**src/rtl/burst_seq_pkg.sv**
```systemverilog
package burst_seq_pkg;

    // action chosen for the coming clock edge
    typedef enum logic [1:0] {
        CMD_HOLD  = 2'd0,
        CMD_LOAD  = 2'd1,
        CMD_DESEL = 2'd2,
        CMD_STEP  = 2'd3
    } seq_cmd_e;

endpackage

```
**src/rtl/burst_seq_decode.sv**
```systemverilog
module burst_seq_decode
    import burst_seq_pkg::*;
#(
    parameter int LANES = 2
) (
    input  logic             ads_proc_n,
    input  logic             ads_ctrl_n,
    input  logic             adv_n,
    input  logic             ce1_n,
    input  logic             ce2_n,
    input  logic             ce3,
    input  logic             wr_all_n,
    input  logic             wr_gate_n,
    input  logic [LANES-1:0] wr_lane_n,
    input  logic             active_q,
    output seq_cmd_e         cmd,
    output logic             load_write
);
    logic proc_hit;
    logic ctrl_hit;
    logic selected;
    logic wr_req;

    always_comb begin
        proc_hit   = !ads_proc_n && !ce1_n;
        ctrl_hit   = !ads_ctrl_n && !proc_hit;
        selected   = !ce1_n && !ce2_n && ce3;
        wr_req     = !wr_all_n || (!wr_gate_n && (wr_lane_n != {LANES{1'b1}}));
        load_write = ctrl_hit && wr_req;
        if (proc_hit || ctrl_hit) begin
            cmd = selected ? CMD_LOAD : CMD_DESEL;
        end else if (active_q && !adv_n) begin
            cmd = CMD_STEP;
        end else begin
            cmd = CMD_HOLD;
        end
    end

endmodule

```
**src/rtl/burst_seq_order.sv**
```systemverilog
module burst_seq_order #(
    parameter int LOW_W = 2
) (
    input  logic [LOW_W-1:0] start_lo,
    input  logic [LOW_W-1:0] beat,
    input  logic             mode_ilv,
    output logic [LOW_W-1:0] low_addr
);
    logic [LOW_W-1:0] lin_lo;
    logic [LOW_W-1:0] ilv_lo;

    genvar b;
    generate
        for (b = 0; b < LOW_W; b++) begin : g_ilv
            assign ilv_lo[b] = start_lo[b] ^ beat[b];
        end
    endgenerate

    assign lin_lo   = start_lo + beat;
    assign low_addr = mode_ilv ? ilv_lo : lin_lo;

endmodule

```
**src/rtl/burst_addr_seq.sv**
```systemverilog
module burst_addr_seq
    import burst_seq_pkg::*;
#(
    parameter int ADDR_W    = 18,
    parameter int LANES     = 2,
    parameter int BURST_LEN = 4
) (
    input  logic              clk,
    input  logic              rst_n,
    input  logic [ADDR_W-1:0] addr_in,
    input  logic              ads_proc_n,
    input  logic              ads_ctrl_n,
    input  logic              adv_n,
    input  logic              ce1_n,
    input  logic              ce2_n,
    input  logic              ce3,
    input  logic              mode_ilv,
    input  logic              wr_all_n,
    input  logic              wr_gate_n,
    input  logic [LANES-1:0]  wr_lane_n,
    output logic [ADDR_W-1:0] cur_addr,
    output logic              start_pulse,
    output logic              is_write,
    output logic              active
);
    localparam int LOW_W = $clog2(BURST_LEN);
    localparam int HI_W  = ADDR_W - LOW_W;

    typedef struct packed {
        logic [HI_W-1:0]  base_hi;
        logic [LOW_W-1:0] start_lo;
        logic [LOW_W-1:0] beat;
        logic             active;
        logic             start;
        logic             write;
    } seq_state_t;

    seq_state_t st_d, st_q;
    seq_cmd_e   cmd;
    logic       load_write;
    logic [LOW_W-1:0] low_addr;

    burst_seq_decode #(.LANES(LANES)) u_dec (
        .ads_proc_n (ads_proc_n),
        .ads_ctrl_n (ads_ctrl_n),
        .adv_n      (adv_n),
        .ce1_n      (ce1_n),
        .ce2_n      (ce2_n),
        .ce3        (ce3),
        .wr_all_n   (wr_all_n),
        .wr_gate_n  (wr_gate_n),
        .wr_lane_n  (wr_lane_n),
        .active_q   (st_q.active),
        .cmd        (cmd),
        .load_write (load_write)
    );

    burst_seq_order #(.LOW_W(LOW_W)) u_ord (
        .start_lo (st_q.start_lo),
        .beat     (st_q.beat),
        .mode_ilv (mode_ilv),
        .low_addr (low_addr)
    );

    always_comb begin
        st_d       = st_q;
        st_d.start = 1'b0;
        unique case (cmd)
            CMD_LOAD: begin
                st_d.base_hi  = addr_in[ADDR_W-1:LOW_W];
                st_d.start_lo = addr_in[LOW_W-1:0];
                st_d.beat     = '0;
                st_d.active   = 1'b1;
                st_d.start    = 1'b1;
                st_d.write    = load_write;
            end
            CMD_DESEL: begin
                st_d.active = 1'b0;
                st_d.write  = 1'b0;
            end
            CMD_STEP: begin
                st_d.beat = st_q.beat + 1'b1;
            end
            default: begin
            end
        endcase
    end

    always_ff @(posedge clk) begin
        if (!rst_n) begin
            st_q <= '0;
        end else begin
            st_q <= st_d;
        end
    end

    assign cur_addr    = {st_q.base_hi, low_addr};
    assign start_pulse = st_q.start;
    assign is_write    = st_q.write;
    assign active      = st_q.active;

endmodule

```
**config.mk**
```make
export PLATFORM = sky130hd
export DESIGN_NAME = burst_addr_seq
export DESIGN_NICKNAME = d
export VERILOG_FILES = /design/src/rtl/burst_seq_pkg.sv /design/src/rtl/burst_seq_decode.sv /design/src/rtl/burst_seq_order.sv /design/src/rtl/burst_addr_seq.sv
export SDC_FILE = /design/constraint.sdc
export NUM_CORES = 1
export LEC_CHECK = 0
export CAP_MARGIN = 10
export CORE_ASPECT_RATIO = 1.4
export CORE_UTILIZATION = 35
export CTS_BUF_LIST = sky130_fd_sc_hd__clkbuf_4 sky130_fd_sc_hd__clkbuf_8
export DETAILED_ROUTE_END_ITERATION = 8
export DONT_BUFFER_PORTS = 1
export PLACE_DENSITY = 0.54
export SETUP_SLACK_MARGIN = 0.15
export SYNTH_ARGS = -nofsm -noshare
export SYNTH_HDL_FRONTEND = slang
export SYNTH_SLANG_ARGS = --single-unit
```
**constraint.sdc**
```tcl
create_clock -name clk -period 2.8 [get_ports clk]
set_input_delay 0.56 -clock clk [delete_from_list [all_inputs] [get_ports clk]]
set_output_delay 0.56 -clock clk [all_outputs]
set_load 0.1 [all_outputs]
```
# After elaboration in Yosys (flattened, before gate mapping)
# Index checks and enable logic that the tools add are counted.
# totals
inputBits,31
output_inout_bits,21
reg_bits,23
# op_classes
n_mux,8
eq_ne,4
reduce_logical,19
bitwise_logic,2
add_sub_neg,2
# op_table
operator,n
1-bit zero test,8
2-bit 2-to-1 mux,4
1-bit logical AND,7
"2-bit == test, second input constant",2
1-bit case mux with 2 select lines,2
2-bit case mux with 2 select lines,1
2-bit nonzero test,2
"2-bit by 1-bit adder with 2-bit output, second input constant",1
2-bit adder,1
"2-bit by 1-bit == test with 1-bit output, second input constant",1
1-bit logical OR,2
"2-bit inequality test, second input constant",1
1-bit XOR,2
1-bit 2-to-1 mux,1

# Logic depth before layout (Yosys ltp)
# logic_depth
depth_word,8
depth_mapped,8

# Cells and area by module
# A second synthesis with hierarchy kept.
# unflattened
cells_unflattened,114
area_unflattened_um2,1141.1
# by_module_without_submodules
module,seq_area_each_um2,cells_per_inst,n_inst,area_each_um2
burst_addr_seq,460.4,100,1,1024.7
burst_seq_decode,0.0,10,1,80.1
burst_seq_order,0.0,4,1,36.3

# Least setup slack after synthesis
# OpenSTA, ideal clock, no wires.
# synth_timing
path_kind,register -> output
startpoint,register st_q[3] (netlist bit)
endpoint,output port cur_addr[1]
stages_incl_launch_ff,4
required_time_ns,2.240
path_slack_ns,0.058
n_path_buf,0
t_arrival_ns,2.182
path_cell_list,dfxtp_1 > ha_1 > nor2b_1 > xnor2_1
# synth_between
elab_chain_cells,2
# synth_lines
item,line,source
"start, declared",burst_addr_seq.sv:38,"seq_state_t st_d, st_q;"
"start signal, assigned",burst_addr_seq.sv:93,st_q <= st_d;
2-bit adder,burst_seq_order.sv:19,assign lin_lo = start_lo + beat;
2-bit 2-to-1 mux,burst_seq_order.sv:20,assign low_addr = mode_ilv ? ilv_lo : lin_lo;
"end, declared",burst_addr_seq.sv:21,"output logic [ADDR_W-1:0] cur_addr,"
# Every way passes these cells.

# Worst setup path in the final report
# Ends and elaborated chain as after synthesis.

==> results.txt <==
The power density over the cells came out at 620 nW/um^2. The static leakage power is 0.409 nW. The number of cells on the worst hold path is 1.

The routed length per instance came out at 13.3 um. After synthesis the netlist holds a flip-flop and latch count of 23. The flow ran to the end, and the final reports show no timing, DRC or antenna violations. The total global routing track utilization came out at 11.1%. Yosys attributes the largest share of cell area to sky130_fd_sc_hd__dfxtp_1 42%, sky130_fd_sc_hd__mux2i_1 16%, sky130_fd_sc_hd__buf_4 11%. The count of max-cap constraint violations came out at 0. The clock edge transition at the registers on the reported setup and hold paths is 80 ps. The last weighted congestion value of the routability-driven placer came out at 0.747. In the routed layout, each cell is associated on average with a via count of 4.88. The worst setup slack after placement came out at 893 ps.

The total clock sinks came out at 23. Once the clock tree was built, the setup fixing pass inserted 0 buffers. The number of setup violations in the final report came out at 0. The dominant delay contributor by cell family on the critical path is flip-flops. The count of flip-flops with a built-in enable after synthesis came out at 0. The post-synthesis net count came out at 152. The largest net degree at the start of global routing came out at 22. The type of the setup path with the least slack is reg -> out.

The count of buffers added on input and output ports is 0. The row count is 23. The CTS buffer count is 3. TritonCTS built the clock tree. The data arrival time at the worst-slack endpoint is 1440 ps. The H-tree depth reported by CTS is 1. The peak fanout along the critical path came out at 5.

The final period utilization came out at 71.6%. The post-DP HPWL came out at 1.42 mm. The post-detailed-route count of antenna-violating nets is 0. The total buffers and inverters traversed by the critical path came out at 1. The number of antenna violations at the first check in global routing is 0. The worst setup path is launched from a flop. The clock latency on the worst-skew pair is 260 ps. The normalized max-slew margin came out at 35.2%. The vias after detailed routing came out at 693. Walking the worst path, the cells encountered are ha_1, nor2b_1, xnor2_2, buf_4. Across all setup checks in the final design, the least slack found is 797 ps. The commonest cells after synthesis are 23 x sky130_fd_sc_hd__dfxtp_1, 21 x sky130_fd_sc_hd__nor2_1, 18 x sky130_fd_sc_hd__mux2i_1, 16 x sky130_fd_sc_hd__buf_4, 5 x sky130_fd_sc_hd__a21oi_1. The largest stage delay on the critical path is 410 ps. The number of detailed-route iterations in the first pass came out at 4. The total area inside the core boundary comes to 2940 um^2. The average instance area after synthesis came out at 9.44 um^2.

Setup repair after global routing left no endpoint under its margin. The worst setup path is captured at an output pin. After the last flow step, the layout net total stands at 141. Yosys instantiated no cell more often than sky130_fd_sc_hd__dfxtp_1. The area growth from synthesis to final layout is -1.02%. The synthesized design devotes to its leading area cell type 41.7% of total area.

For this run, design rule violations remaining after detail routing come to 0. The depth of the worst register-to-register path is 6. The netlist area before placement is 1100 um^2. In the synthesized netlist the dominant register cell turns out to be sky130_fd_sc_hd__dfxtp_1. The total length of routed wires is 1.89 mm. After the first detailed-routing iteration, the DRC count stood at 7.

In this run the count of I/O pins placed on the die edge is 52. The x dimension of the die came out at 49.5 um. The final count of hold timing violations came out at 0. Yosys printed 0 warnings.

The ratio of cells with drive above 1 in the final layout came out at 12.4%. The most area-hungry cell type in the Yosys netlist is sky130_fd_sc_hd__dfxtp_1. The wire length of the first global-routing pass is 2.77 mm. The die covers 3390 um^2.

The type of the worst min-delay path is in -> reg. The buffer cell driving the clock tree root is sky130_fd_sc_hd__clkbuf_8. The maximum operating frequency came out at 499 MHz. The diode insertion count for antenna repair is 0. The slowest stage of the critical path is the sky130_fd_sc_hd__dfxtp_1 cell. The final sum of negative setup slack is 0 ps. The count of instances resized after the clock tree is built came out at 0. The floorplan step set the die height to 68.5 um.

The synthesized instance count came out at 117. The maximum ir drop on the vdd rail is 0.000239 V. Subtracting the final worst setup slack from the clock period gives 2000 ps.

The count of pins over their slew limit came out at 0. The effective utilization at floorplan is 37.6%. The worst register-to-register path has a setup slack of 1100 ps. For the worst setup path, the data required time is 2240 ps. The number of global-route vias before repair is 633.

The number of logic stages on the critical path including buffering is 4. The post-cts hold buffer count is 0. The remaining global-route overflow is 0.

No sink is reached through more buffers than the 2 on the longest clock path. The number of unique standard cell types used by synthesis came out at 26. Of the synthesized area, sequential elements account for 41.7%.

The fraction of registers with async set or reset after synthesis came out at 0%. The final setup skew came out at 1.08 ps. At the pin with the least slew margin, the transition time is 971 ps.
==> routing by layer <==
layer	GRT usage, %	vias up	share of wire, %
li1	-	352	-
met1	13.2	309	40
met2	18.3	30	50
met3	2.89	2	8.6
met4	6.43	0	1.0
met5	0	-	0
==> stage by stage <==
| step | power (mW) | util [%] | hold slack [ps] | cell area (um^2) | instances |
|---|---|---|---|---|---|
| floorplan | 0.471 | - | 461 | 1110 | 117 |
| global placement | 0.473 | 35.6 | 487 | 1040 | 138 |
| detailed placement | 0.475 | 35.6 | 494 | 1040 | 138 |
| CTS | 0.689 | 37.3 | 420 | 1090 | 142 |
| global route | 0.706 | 37.3 | 427 | 1090 | 142 |
| finish | 0.678 | 37.3 | 424 | 1090 | 142 |
==> cells by family (layout without fill, tap and decap cells) <==
kind of cell	count (synthesis)	after routing	share of synthesized area [%]
AO/OA/AOI/OAI	13	13	7.36
XOR/XNOR	2	2	1.59
adder cells (fa/ha/maj)	4	4	4.53
buffers and inverters	22	10	13.7
flip-flops	23	23	41.7
multiplexers	18	18	16.3
AND/OR/NAND/NOR	35	35	14.8
==> area by class of cell <==
class                   instances  area (um^2)
clock buffers                   4         48.8
fillers                       314         1840
inverters                       2         7.51
multi-input cells              72          500
flip-flops and latches         23          460
well taps                      37         46.3
repair buffers                  4         30.0
==> worst paths after layout <==
kind | from | endpoint
max | st_q[3] | cur_addr[1]
max reg2reg | active | is_write
min reg2reg | st_q[4] | st_q[4]
min | rst_n | start_pulse
==> worst reg2reg max path: stages, from the launching register on <==
cell	delay [ps]
sky130_fd_sc_hd__dfxtp_1	420
sky130_fd_sc_hd__nor2b_1	290
sky130_fd_sc_hd__a21oi_1	110
sky130_fd_sc_hd__ha_1	340
sky130_fd_sc_hd__nor3_1	210
sky130_fd_sc_hd__o221ai_1	150
sky130_fd_sc_hd__a21oi_1	130
==> power breakdown <==
part | internal, mW | total, mW | leakage (nW) | switching, mW
combinational | 0.0254 | 0.0744 | 0.197 | 0.0489
clock | 0.111 | 0.212 | 0.0262 | 0.101
sequential | 0.336 | 0.392 | 0.186 | 0.0557
total | 0.473 | 0.678 | 0.409 | 0.205
==> layout by cell type, fill, tap and decap left out <==
master	synthesis	final
sky130_fd_sc_hd__a211oi_2	1	1
sky130_fd_sc_hd__a21oi_1	5	5
sky130_fd_sc_hd__and2_1	1	1
sky130_fd_sc_hd__and3_1	2	2
sky130_fd_sc_hd__buf_4	16	4
sky130_fd_sc_hd__clkbuf_4	0	1
sky130_fd_sc_hd__clkbuf_8	0	3
sky130_fd_sc_hd__dfxtp_1	23	23
sky130_fd_sc_hd__ha_1	4	4
sky130_fd_sc_hd__inv_2	2	2
sky130_fd_sc_hd__mux2i_1	18	18
sky130_fd_sc_hd__nand2_1	3	3
sky130_fd_sc_hd__nand2b_4	1	1
sky130_fd_sc_hd__nand3_1	1	1
sky130_fd_sc_hd__nand4_1	1	1
sky130_fd_sc_hd__nor2_1	21	21
sky130_fd_sc_hd__nor2b_1	3	3
sky130_fd_sc_hd__nor3_1	1	1
sky130_fd_sc_hd__o21a_1	1	1
sky130_fd_sc_hd__o21ai_0	1	1
sky130_fd_sc_hd__o21ai_1	3	3
sky130_fd_sc_hd__o221ai_1	1	1
sky130_fd_sc_hd__o31ai_1	1	1
sky130_fd_sc_hd__or3_1	1	1
sky130_fd_sc_hd__xnor2_1	2	1
sky130_fd_sc_hd__xnor2_2	0	1
==> flip-flops by register name, indices dropped and copies added, names as in the netlist <==
signal and cells:
cur_addr 16, start_pulse 1, is_write 1, active 1
st_q 4
Power figures use the tool's default switching activity.
